**config.mk**
```make
export PLATFORM = sky130hd
export DESIGN_NAME = idle_gap_uart_tx
export DESIGN_NICKNAME = d
export VERILOG_FILES = /design/src/rtl/uatx_pkg.sv /design/src/rtl/uatx_baud.sv /design/src/rtl/uatx_holdbuf.sv /design/src/rtl/uatx_frame.sv /design/src/rtl/idle_gap_uart_tx.sv
export SDC_FILE = /design/constraint.sdc
export NUM_CORES = 1
export LEC_CHECK = 0
export BUFFER_PORTS_ARGS = -buffer_cell sky130_fd_sc_hd__buf_2
export CAP_MARGIN = 40
export CORE_MARGIN = 2
export CORE_UTILIZATION = 57
export CTS_BUF_LIST = sky130_fd_sc_hd__clkbuf_16
export DETAILED_ROUTE_END_ITERATION = 8
export PLACE_DENSITY = 0.79
export SYNTH_ARGS = -nofsm -noshare
export SYNTH_HDL_FRONTEND = slang
export SYNTH_SLANG_ARGS = --single-unit
```
**constraint.sdc**
```tcl
create_clock -name clk -period 2.6 [get_ports clk]
set_input_delay 0.52 -clock clk [delete_from_list [all_inputs] [get_ports clk]]
set_output_delay 0.52 -clock clk [all_outputs]
set_load 0.02 [all_outputs]
```
**src/rtl/uatx_pkg.sv**
```systemverilog
package uatx_pkg;

    typedef enum logic [2:0] {
        ST_IDLE,
        ST_GAP,
        ST_START,
        ST_DATA,
        ST_PARITY,
        ST_STOP
    } tx_state_e;

endpackage

```
**src/rtl/uatx_baud.sv**
```systemverilog
module uatx_baud #(
    parameter int unsigned DIV_W = 16
) (
    input  logic             clk,
    input  logic             rst_n,
    input  logic             run,
    input  logic [DIV_W-1:0] div,
    output logic             tick
);

    logic [DIV_W-1:0] cnt_q;

    always_ff @(posedge clk or negedge rst_n) begin
        if (!rst_n) begin
            cnt_q <= '0;
        end else if (!run || cnt_q == div) begin
            cnt_q <= '0;
        end else begin
            cnt_q <= cnt_q + 1'b1;
        end
    end

    assign tick = run && (cnt_q == div);


    tick_spacing_chk: assert property (@(posedge clk) disable iff (!rst_n)
        (tick && div != '0) |=> !tick);

endmodule

```
**src/rtl/uatx_holdbuf.sv**
```systemverilog
module uatx_holdbuf #(
    parameter int unsigned DATA_W = 8
) (
    input  logic              clk,
    input  logic              rst_n,
    input  logic              wr_en,
    input  logic [DATA_W-1:0] wr_data,
    input  logic              wr_mark,
    input  logic              take,
    output logic              full,
    output logic [DATA_W-1:0] data,
    output logic              mark
);

    always_ff @(posedge clk or negedge rst_n) begin
        if (!rst_n) begin
            full <= 1'b0;
            data <= '0;
            mark <= 1'b0;
        end else if (take) begin
            full <= 1'b0;
        end else if (wr_en && !full) begin
            full <= 1'b1;
            data <= wr_data;
            mark <= wr_mark;
        end
    end


    fill_chk: assert property (@(posedge clk) disable iff (!rst_n)
        (wr_en && !full) |=> full);


    drop_when_full_chk: assert property (@(posedge clk) disable iff (!rst_n)
        (wr_en && full && !take) |=> ($stable(data) && $stable(mark)));

endmodule

```
**src/rtl/uatx_frame.sv**
```systemverilog
module uatx_frame
    import uatx_pkg::*;
#(
    parameter int unsigned DATA_W   = 8,
    parameter int unsigned GAP_BITS = 11
) (
    input  logic              clk,
    input  logic              rst_n,
    input  logic              tick,
    input  logic              hold_full,
    input  logic [DATA_W-1:0] hold_data,
    input  logic              hold_mark,
    input  logic              par_en,
    input  logic              par_odd,
    input  logic              two_stop,
    output logic              take,
    output logic              baud_run,
    output logic              txd
);

    localparam int unsigned CNT_MAX = (DATA_W > GAP_BITS) ? DATA_W : GAP_BITS;
    localparam int unsigned CNT_W   = $clog2(CNT_MAX + 1);
    localparam logic [CNT_W-1:0] GAP_LAST  = CNT_W'(GAP_BITS - 1);
    localparam logic [CNT_W-1:0] DATA_LAST = CNT_W'(DATA_W - 1);
    localparam logic [CNT_W-1:0] STOP2     = CNT_W'(1);

    tx_state_e         state_q, state_d;
    logic [DATA_W-1:0] shreg_q, shreg_d;
    logic              mark_q, mark_d;
    logic [CNT_W-1:0]  cnt_q, cnt_d;
    logic              par_q, par_d;
    logic              load_ok;

    always_ff @(posedge clk or negedge rst_n) begin
        if (!rst_n) begin
            state_q <= ST_IDLE;
            shreg_q <= '0;
            mark_q  <= 1'b0;
            cnt_q   <= '0;
            par_q   <= 1'b0;
        end else begin
            state_q <= state_d;
            shreg_q <= shreg_d;
            mark_q  <= mark_d;
            cnt_q   <= cnt_d;
            par_q   <= par_d;
        end
    end

    always_comb begin
        state_d = state_q;
        shreg_d = shreg_q;
        mark_d  = mark_q;
        cnt_d   = cnt_q;
        par_d   = par_q;
        load_ok = 1'b0;
        unique case (state_q)
            ST_IDLE: load_ok = hold_full;
            ST_GAP: if (tick) begin
                if (cnt_q == GAP_LAST) begin
                    state_d = ST_START;
                    mark_d  = 1'b0;
                    cnt_d   = '0;
                end else begin
                    cnt_d = cnt_q + 1'b1;
                end
            end
            ST_START: if (tick) begin
                state_d = ST_DATA;
                cnt_d   = '0;
            end
            ST_DATA: if (tick) begin
                shreg_d = shreg_q >> 1;
                par_d   = par_q ^ shreg_q[0];
                if (cnt_q == DATA_LAST) begin
                    state_d = par_en ? ST_PARITY : ST_STOP;
                    cnt_d   = '0;
                end else begin
                    cnt_d = cnt_q + 1'b1;
                end
            end
            ST_PARITY: if (tick) begin
                state_d = ST_STOP;
                cnt_d   = '0;
            end
            ST_STOP: if (tick) begin
                if (!two_stop || cnt_q == STOP2) begin
                    if (hold_full) load_ok = 1'b1;
                    else           state_d = ST_IDLE;
                end else begin
                    cnt_d = cnt_q + 1'b1;
                end
            end
            default: state_d = ST_IDLE;
        endcase
        if (load_ok) begin
            shreg_d = hold_data;
            mark_d  = hold_mark;
            par_d   = 1'b0;
            cnt_d   = '0;
            state_d = hold_mark ? ST_GAP : ST_START;
        end
        take = load_ok;
    end

    always_comb begin
        baud_run = (state_q != ST_IDLE);
        unique case (state_q)
            ST_START:  txd = 1'b0;
            ST_DATA:   txd = shreg_q[0];
            ST_PARITY: txd = par_q ^ par_odd;
            default:   txd = 1'b1;
        endcase
    end


    gap_count_range_chk: assert property (@(posedge clk) disable iff (!rst_n)
        (state_q == ST_GAP) |-> (cnt_q <= GAP_LAST));


    mark_cleared_at_start_chk: assert property (@(posedge clk) disable iff (!rst_n)
        (state_q == ST_START) |-> !mark_q);


    start_edge_chk: assert property (@(posedge clk) disable iff (!rst_n)
        $fell(txd) |-> (state_q == ST_START || state_q == ST_DATA || state_q == ST_PARITY));


    take_needs_full_chk: assert property (@(posedge clk) disable iff (!rst_n)
        take |-> hold_full);

endmodule

```
**src/rtl/idle_gap_uart_tx.sv**
```systemverilog
module idle_gap_uart_tx #(
    parameter int unsigned DATA_W   = 8,
    parameter int unsigned DIV_W    = 16,
    parameter int unsigned GAP_BITS = 11
) (
    input  logic              clk,
    input  logic              rst_n,
    input  logic [DIV_W-1:0]  cfg_div,
    input  logic              cfg_parity_en,
    input  logic              cfg_parity_odd,
    input  logic              cfg_two_stop,
    input  logic              tx_wr,
    input  logic [DATA_W-1:0] tx_data,
    input  logic              tx_addr_mark,
    output logic              tx_buf_empty,
    output logic              txd
);

    logic              tick;
    logic              baud_run;
    logic              take;
    logic              hold_full;
    logic [DATA_W-1:0] hold_data;
    logic              hold_mark;

    uatx_baud #(.DIV_W(DIV_W)) u_baud (
        .clk  (clk),
        .rst_n(rst_n),
        .run  (baud_run),
        .div  (cfg_div),
        .tick (tick)
    );

    uatx_holdbuf #(.DATA_W(DATA_W)) u_hold (
        .clk    (clk),
        .rst_n  (rst_n),
        .wr_en  (tx_wr),
        .wr_data(tx_data),
        .wr_mark(tx_addr_mark),
        .take   (take),
        .full   (hold_full),
        .data   (hold_data),
        .mark   (hold_mark)
    );

    uatx_frame #(.DATA_W(DATA_W), .GAP_BITS(GAP_BITS)) u_frame (
        .clk      (clk),
        .rst_n    (rst_n),
        .tick     (tick),
        .hold_full(hold_full),
        .hold_data(hold_data),
        .hold_mark(hold_mark),
        .par_en   (cfg_parity_en),
        .par_odd  (cfg_parity_odd),
        .two_stop (cfg_two_stop),
        .take     (take),
        .baud_run (baud_run),
        .txd      (txd)
    );

    assign tx_buf_empty = !hold_full;


    idle_line_high_chk: assert property (@(posedge clk) disable iff (!rst_n)
        (!baud_run) |-> txd);

endmodule

```
==> results of run 1 <==
Yosys cell counts (3+ instances only):
cell type and instances:
nand3b_1 3, and4_1 3, o21ai_0 6, nor4_2 3
a31oi_1 4, xor2_1 27, nand2_1 16, nor2_1 31
nor3_1 3, xnor2_1 5, nand3_1 11, clkbuf_1 5
dfrtp_1 42, o21ai_1 4, nand4_1 4, mux2i_1 7
nor2b_1 3, inv_1 10, mux2_2 8, o211ai_1 3
a21oi_1 11, ha_1 4
registers in the layout (all words and copies together), names as in the netlist:
register,flops
u_hold.full,1
u_hold.mark,1
u_frame.par_q,1
u_frame.shreg_q,8
u_hold.data,8
u_frame.state_q,3
u_frame.cnt_q,4
u_baud.cnt_q,16
worst max-delay path, stage by stage, from the launching register on:
cell     delay (ns)
dfrtp_1        0.42
inv_1          0.07
ha_1           0.12
or3b_1         0.36
a21oi_1        0.19
nand3_1        0.16
o21a_1         0.45
a32oi_1        0.28
o31ai_1        0.09
power by group through the flow:
stage                     clock, mW  combinational (mW)  sequential (mW)
after floorplan                   0               0.787            0.999
after global placement            0               0.890             1.09
after detailed placement          0               0.923             1.11
after CTS                     0.568               0.936             1.10
after global routing          0.597                1.06             1.14
final                         0.563               0.932             1.10
cell families after synthesis:
family | after synthesis | share of synthesized area, %
simple gates | 86 | 18.67
compound gates | 43 | 11.81
flops | 42 | 44.30
xor+xnor | 32 | 11.81
buf+inv | 20 | 4.536
mux | 15 | 6.751
fa+ha+maj | 4 | 2.110
through the flow:
stage | utilization (%) | cell area (um^2) | hold slack (ns) | instances
5_1_grt | 67.50 | 2700 | 0.1949 | 325
3_5_place_dp | 64.19 | 2567 | 0.4800 | 318
2_1_floorplan | - | 2372 | 0.2244 | 242
6_report | 67.50 | 2700 | 0.1794 | 325
4_1_cts | 67.50 | 2700 | 0.1898 | 325
3_3_place_gp | 63.68 | 2547 | 0.4589 | 317
area by class of cell:
class	count	area, um^2
sequential	42	1051
timing repair buffer	36	202.7
multi-input combinational	180	1214
tap	50	62.56
clock buffer	5	125.1
fill	319	1300
inverter	10	37.54
clock inverter	2	7.507
layer usage:
metal  share of wire (%)  wire length [um]
met5                   0                 0
met4                 1.6                77
met3                 4.4               208
met2                  50              2370
met1                  44              2114
worst max-delay path by stage:
| stage | depth (start not counted) | end | startpoint |
|---|---|---|---|
| finish | 8 | u_frame.cnt_q[2] | u_frame.cnt_q[1] |
| detailed placement | 7 | u_frame.cnt_q[2] | cfg_div[7] |
| global route | 8 | u_frame.cnt_q[3] | u_frame.cnt_q[1] |
| floorplan | 8 | u_frame.shreg_q[1] | cfg_div[5] |
| CTS | 8 | u_frame.cnt_q[2] | u_frame.cnt_q[1] |
| global placement | 7 | u_frame.cnt_q[2] | cfg_div[7] |
==> results.md, run 1 <==
* Mapped Area at 2372 um^2
* Lkg Pwr at 1.235 nW
* Detailed Route WL at 4.771 mm
* R2R cell count at 8
* Drt pass-1 iters at 4
* Initial core utilization at 59.31%
* Setup WS pre-CTS at 0.3055 ns
* Hold_buf cts at 0
* Status: finished, final reports clean
* GR Util met3 at 4.383%
* Root buf cell: clkbuf_16
* Gr ovfl total at 0
* DRC viols at 0
* Area contributors post-synth: dfrtp_1 (44%), xor2_1 (10%), nor2_1 (4.9%), mux2_2 (3.8%), mux2i_1 (3.0%)
* Highest-count cells in the layout ignoring fill and taps: dfrtp_1 (42), buf_2 (32), nor2_1 (31), xor2_1 (27), nand2_1 (16)
* Num Clock Sinks at 42
* VDD IR max at 0.6655 mV
* Vias post-DR at 1857
* # Post-CTS Setup Buffers at 0
* Synth area leader: dfrtp_1
* Row count at 23
* Maximum fanout along the worst path at 22
* Power share of the combinational group at 35.9%
* RR Startpoint: u_frame.cnt_q[1]
* Fin crit period at 2.255 ns
* DRT iter0 DRCs at 182
* CTS resizes at 0
* Number of diodes at 0
* Num ports at 33
* CP endpoint kind: flop
* Synth Net Count at 277
* Main synth FF type: dfrtp_1
* Die X-Extent at 68.51 um
* Antenna-violating nets left at 0
* CTS tree: built
* Synthesized flop and latch total at 42
* Sw frac at 38.21%
* Ys async rst share at 100.0%
* Overall Global Routing Usage at 24.05%
* Die area at 4694 um^2
* Layout overhead on the synthesized area at 13.82%
* Worst-Margin Slew at 0.6813 ns
* WP data arrival at 2.41 ns
* Total CTS buffers at 5
* Fin nets at 310
* Worst slew margin at 54.58%
* Initial antenna violation count at 0
* Core footprint at 4000 um^2
* Setup ws final at 0.3447 ns
* Sequential power share at 42.4%
* FF-to-FF End: u_frame.cnt_q[2]
* Clock-pin slew on the worst setup and hold paths at 0.06 ns
* Die Y at 68.51 um
* Final setup viols at 0
* Worst-Skew Late Latency at 0.28 ns
* Pint at 1.604 mW
* Crit share post-route at 86.74%
* Total power per unit cell area at 961.3 nW/um^2
* Final RePlAce weighted congestion at 0.8872
* Port bufs at 32
* Critical path type: reg2reg
* Yosys Warn Count at 0
* EDFF count, synth at 0
* Routed len/inst at 14.68 um
* Clock power share at 21.7%
* Yosys top cell area share at 44.30%
* Pwr Total at 2.596 mW
* Grt met2 use at 37.74%
* Worst Path Required at 2.75 ns
* Worst min path class: in2async
* Worst Clk Skew at 0.004479 ns
* Sequential area share after synthesis at 44.30%
* Final Hold Fails at 0
* Top Usage Layer GRT: met2
* CTS Buffer Depth at 2
* Vias/cell at 5.714
* Max Cap Viol at 0
* Synth Instances at 242
* H-tree depth at 2
* Hpwl dp at 3.422 mm
* Unique masters post-synth at 45
* Fin Setup TNS at 0 ns
* Slew Limit Fails at 0
* Crit path launch type: flop
* NetSw at 0.9919 mW
* Syn Area/Cell at 9.803 um^2
* First-pass GRT wire length at 8.355 mm
* RSZ-0062 raised after global routing: no
* Worst reg2reg setup slack at 0.34 ns
* Commonest non-fill, non-tap cell in the layout: dfrtp_1
* M1 GR Usage at 32.90%
* Vias in the first global route at 1803
* Layout cells sized above 1 at 20.00%
* Largest net degree at the start of global routing at 27
* Maximum clock rate at 443.4 MHz
No activity file was read; power rests on OpenSTA's default activity.
==> run 2, diff against run 1 <==
--- a/config.mk
+++ b/config.mk
@@ -7,9 +7,7 @@
 export LEC_CHECK = 0
 export BUFFER_PORTS_ARGS = -buffer_cell sky130_fd_sc_hd__buf_2
 export CAP_MARGIN = 40
-export CORE_MARGIN = 2
 export CORE_UTILIZATION = 57
-export CTS_BUF_LIST = sky130_fd_sc_hd__clkbuf_16
 export DETAILED_ROUTE_END_ITERATION = 8
 export PLACE_DENSITY = 0.79
 export SYNTH_ARGS = -nofsm -noshare
==> run 2 against run 1 <==
  * Global-route usage rose by 1.4 points
  * Worst setup slack worse by 0.037 ns
  * Power shrank 5.7%
  * Core utilization shrank 1.0 points
  * Count of clock-buffer cells in the layout increased by 2
  * Via count decreased by 0.43%
  * Maximum frequency fell by 1.6%
  * Die area fell by 5.8%
  * Critical path type is now reg2out
  * Largest cell class unchanged
  * Largest power group unchanged
==> results.md, run 2 (synthesized netlist as in run 1, its figures left out) <==
* CTS Buffer Depth at 2
* Worst min path class: in2async
* Final setup viols at 0
* First-pass GRT wire length at 8.314 mm
* # Post-CTS Setup Buffers at 0
* Fin cells at 326
* Maximum fanout along the worst path at 13
* R2R cell count at 8
* Total CTS buffers at 5
* Vias in the first global route at 1906
* Largest regs: u_baud.cnt_q (16), u_frame.shreg_q (8), u_hold.data (8)
* Overall Global Routing Usage at 25.44%
* Initial core utilization at 59.31%
* Gr ovfl total at 0
* Port bufs at 32
* CTS resizes at 0
* Number of diodes at 0
* Detailed Route WL at 4.689 mm
* Fin nets at 310
* Status: finished, final reports clean
* Antenna-violating nets left at 0
* RR Startpoint: u_frame.cnt_q[1]
* Placed cells at 318
* Die X-Extent at 66.51 um
* Fillers at 319
* WP data arrival at 1.77 ns
* Max Cap Viol at 0
* Worst Path Required at 2.08 ns
* Die area at 4424 um^2
* Lkg Pwr at 1.211 nW
* Crit share post-route at 88.17%
* Worst reg2reg setup slack at 0.33 ns
* Core footprint at 4000 um^2
* Commonest non-fill, non-tap cell in the layout: dfrtp_1
* Worst slew margin at 54.46%
* Num ports at 33
* Register Area at 1051 um^2
* RSZ-0062 raised after global routing: no
* Multi-input logic area at 1214 um^2
* Final Hold Fails at 0
* Row count at 23
* Hold WS at 0.1343 ns
* Crit path launch type: flop
* Largest net degree at the start of global routing at 29
* Root buf cell: clkbuf_8
* Largest register FFs at 16
* Layout overhead on the synthesized area at 12.08%
* Layout cells sized above 1 at 20.65%
* H-tree depth at 2
* Vias post-DR at 1849
* Worst Clk Skew at 0.003185 ns
* Critical path type: reg2out
* DRC viols at 0
* VDD IR max at 0.5408 mV
* Routed len/inst at 14.38 um
* Final RePlAce weighted congestion at 0.9086
* CTS tree: built
* DRT iter0 DRCs at 110
* Hpwl dp at 3.547 mm
* Biggest register: u_baud.cnt_q
* Die Y at 66.51 um
* Worst-Margin Slew at 0.6831 ns
* CP endpoint kind: output port
* Num Clock Sinks at 42
* Clock-pin slew on the worst setup and hold paths at 0.08 ns
* Worst-Skew Late Latency at 0.29 ns
* Slew Limit Fails at 0
* Initial antenna violation count at 0
* Drt pass-1 iters at 4
* Maximum clock rate at 436.2 MHz
* Highest-count cells in the layout ignoring fill and taps: dfrtp_1 (42), buf_2 (32), nor2_1 (31), xor2_1 (27), nand2_1 (16)
* Hold_buf cts at 0
* Fin Setup TNS at 0 ns
* Total power per unit cell area at 920.2 nW/um^2
* Fin crit period at 2.292 ns
* FF-to-FF End: u_frame.cnt_q[2]
* Vias/cell at 5.672
[run 2: changes by cell type in the layout (fill, tap and decap cells not counted)]
cell / previous run / this run
clkbuf_8: 0 / 6
inv_1: 12 / 10
clkbuf_16: 5 / 0
clkbuf_1: 0 / 1
clkinv_2: 0 / 1
[run 2: metal layers]
layer	global-route usage, %	wire, um	share of wire, %	up-vias
li1	-	-	-	904
met1	30.92	2047	44	894
met2	42.47	2348	50	41
met3	5.993	201	4.3	10
met4	11.97	91	1.9	0
met5	0	0	0	-
[run 2: worst max-delay path: stages (launching register included)]
cell,delay (ns)
dfrtp_1,0.58
nor2b_1,0.47
a21oi_1,0.08
o32a_1,0.19
buf_2,0.16
[run 2: cell type report]
cell class,instances,share of cell area (%)
sequential,42,39.53
inverter,10,1.412
clock inverter,1,0.1882
tap,50,2.353
multi-input combinational,180,45.65
timing repair buffer,36,7.624
clock buffer,7,3.247
[run 2: report_power, final]
part | total [mW] | switching [mW] | internal [mW] | leakage, nW
clock | 0.426 | 0.212 | 0.214 | 0.0482
sequential | 1.09 | 0.234 | 0.860 | 0.526
combinational | 0.926 | 0.527 | 0.399 | 0.637
[run 2: worst max-delay path by stage]
stage,from,end,slack (ns),cells after the start
final,u_frame.state_q[1],txd,0.31,4
after detailed placement,cfg_div[7],u_frame.shreg_q[4],0.28,7
after global placement,cfg_div[7],u_frame.cnt_q[2],0.34,7
after floorplan,cfg_div[5],u_frame.shreg_q[1],0.62,8
after global routing,u_frame.cnt_q[1],u_frame.cnt_q[2],0.1,8
after CTS,u_frame.state_q[1],txd,0.33,4
[run 2: through the flow]
stage / util, % / total power, mW / setup WS, ns / cell area, um^2
final: 66.47 / 2.447 / 0.3077 / 2659
after global routing: 66.47 / 2.637 / 0.09948 / 2659
after CTS: 66.47 / 2.454 / 0.3287 / 2659
after detailed placement: 64.19 / 2.029 / 0.2822 / 2567
after global placement: 63.68 / 1.983 / 0.3371 / 2547
after floorplan: - / 1.786 / 0.6231 / 2372
==> run 3, diff against run 2 <==
--- a/config.mk
+++ b/config.mk
@@ -7,6 +7,7 @@
 export LEC_CHECK = 0
 export BUFFER_PORTS_ARGS = -buffer_cell sky130_fd_sc_hd__buf_2
 export CAP_MARGIN = 40
+export CORE_ASPECT_RATIO = 2
 export CORE_UTILIZATION = 57
 export DETAILED_ROUTE_END_ITERATION = 8
 export PLACE_DENSITY = 0.79
==> run 3 against run 2 <==
  * Core utilization up 1.5 points
  * Worst setup slack worse by 0.033 ns
  * Register-to-register slack worse by 0.05 ns
  * Final area up 0.28%
  * Via count up 0.27%
  * Sequential share of layout area down 0.11 points
  * Wire length up 4.4%
==> results.md, run 3 (synthesized netlist as in run 1, its figures left out) <==
* Layout overhead on the synthesized area at 12.39%
* R2R cell count at 8
* CTS resizes at 0
* # Post-CTS Setup Buffers at 0
* Final RePlAce weighted congestion at 0.9230
* Gr ovfl total at 0
* Num Clock Sinks at 42
* Hold_buf cts at 0
* Die Y at 93.24 um
* Layout cells sized above 1 at 21.30%
* Largest register FFs at 16
* Worst reg2reg setup slack at 0.28 ns
* Clock-pin slew on the worst setup and hold paths at 0.08 ns
* Sequential power share at 44.3%
* Hpwl dp at 3.708 mm
* Crit share post-route at 89.42%
* Fillers at 337
* Pint at 1.457 mW
* Worst-Skew Late Latency at 0.31 ns
* Largest regs: u_baud.cnt_q (16), u_frame.shreg_q (8), u_hold.data (8)
* Critical path type: reg2reg
* Crit path capture: u_frame.cnt_q[2]
* Drt pass-1 iters at 4
* Worst-Margin Slew at 0.7000 ns
* Final setup viols at 0
* VDD IR max at 0.5879 mV
* RR Startpoint: u_frame.cnt_q[1]
* WP data arrival at 2.51 ns
* Port bufs at 32
* Fin cells at 328
* Fin crit period at 2.325 ns
* Placed cells at 320
* FF-to-FF End: u_frame.cnt_q[2]
* H-tree depth at 2
* Worst min path class: in2async
* Slowest CP cell: o21a_1
* RSZ-0062 raised after global routing: no
* Slew Limit Fails at 0
* Vias/cell at 5.652
* CP max stage delay at 0.47 ns
* Worst Path Required at 2.78 ns
* Power share of the combinational group at 38.3%
* Antenna-violating nets left at 0
* Largest net degree at the start of global routing at 31
* NetSw at 1.015 mW
* Core footprint at 3924 um^2
* Biggest register: u_baud.cnt_q
* Status: finished, final reports clean
* Maximum fanout along the worst path at 22
* Worst slew margin at 53.33%
* Crit path launch type: flop
* Worst Clk Skew at 0.01253 ns
* Number of diodes at 0
* Highest-count cells in the layout ignoring fill and taps: dfrtp_1 (42), buf_2 (32), nor2_1 (31), xor2_1 (27), nand2_1 (16)
* Die area at 4439 um^2
* Row count at 32
* Maximum clock rate at 430.1 MHz
* Initial antenna violation count at 0
* CP endpoint kind: flop
* First-pass GRT wire length at 8.148 mm
* Vias in the first global route at 1925
* Routed len/inst at 14.92 um
* Overall Global Routing Usage at 25.94%
* Sw frac at 41.07%
* Total CTS buffers at 5
* DRT iter0 DRCs at 41
* Total power per unit cell area at 927.2 nW/um^2
* Pwr Total at 2.472 mW
* Vias post-DR at 1854
* Clock power share at 17.4%
* CTS Buffer Depth at 2
* Max Cap Viol at 0
* Fin nets at 311
* DRC viols at 0
* Num ports at 33
* Root buf cell: clkbuf_8
* Detailed Route WL at 4.894 mm
* Fin Setup TNS at 0 ns
* Lkg Pwr at 1.212 nW
* Final Hold Fails at 0
* Crit path launch: u_frame.cnt_q[1]
* Die X-Extent at 47.62 um
* Commonest non-fill, non-tap cell in the layout: dfrtp_1
* Fin util at 67.95%
* Initial core utilization at 60.46%
* Worst-path cell chain: inv_1 -> ha_1 -> or3b_1 -> a21oi_1 -> nand3_1 -> o21a_1 -> a32oi_1 -> o31ai_1
* CTS tree: built
run 3: how the worst min path moves through the flow:
stage,from,to,depth (start not counted)
after floorplan,rst_n,u_baud.cnt_q[0],0
after global routing,rst_n,u_frame.state_q[1],1
final,rst_n,u_frame.state_q[2],1
after global placement,u_frame.shreg_q[1],u_frame.shreg_q[0],2
after detailed placement,rst_n,u_frame.state_q[2],1
after CTS,rst_n,u_frame.state_q[1],1
run 3: per-stage QoR:
stage | hold WS, ns | worst slack (ns) | instance area (um^2)
5_1_grt | 0.1177 | 0.1190 | 2666
3_3_place_gp | 0.4831 | 0.3196 | 2556
2_1_floorplan | 0.2244 | 0.6231 | 2372
6_report | 0.1022 | 0.2751 | 2666
4_1_cts | 0.1093 | 0.2867 | 2666
3_5_place_dp | 0.4395 | 0.2814 | 2576
run 3: critical path: cells and delay by family, from the launching register on:
kind,cells,cell delay [ns]
simple gates,2,0.55
buf+inv,1,0.07
fa+ha+maj,1,0.12
flops,1,0.43
compound gates,4,1.04
run 3: layer usage:
layer  track usage, %  part of all wire [%]
met5                0                     0
met4            12.04                   2.4
met3            5.212                   3.5
met2            46.46                    57
met1            26.53                    37
run 3: final cells by class:
| type | instances | area [um^2] | share of cell area, % |
|---|---|---|---|
| clock buffer | 5 | 68.82 | 2.581 |
| clock inverter | 3 | 21.27 | 0.7977 |
| inverter | 10 | 37.54 | 1.408 |
| multi-input combinational | 180 | 1214 | 45.52 |
| sequential | 42 | 1051 | 39.42 |
| tap | 51 | 63.81 | 2.393 |
| timing repair buffer | 37 | 210.2 | 7.884 |
run 3: power by group through the flow:
stage          clock network (mW)  logic, mW  registers (mW)
2_1_floorplan                   0      0.787           0.999
3_3_place_gp                    0      0.919            1.09
3_5_place_dp                    0      0.944            1.10
4_1_cts                     0.437      0.949            1.09
5_1_grt                     0.460       1.06            1.13
6_report                    0.429      0.948            1.10
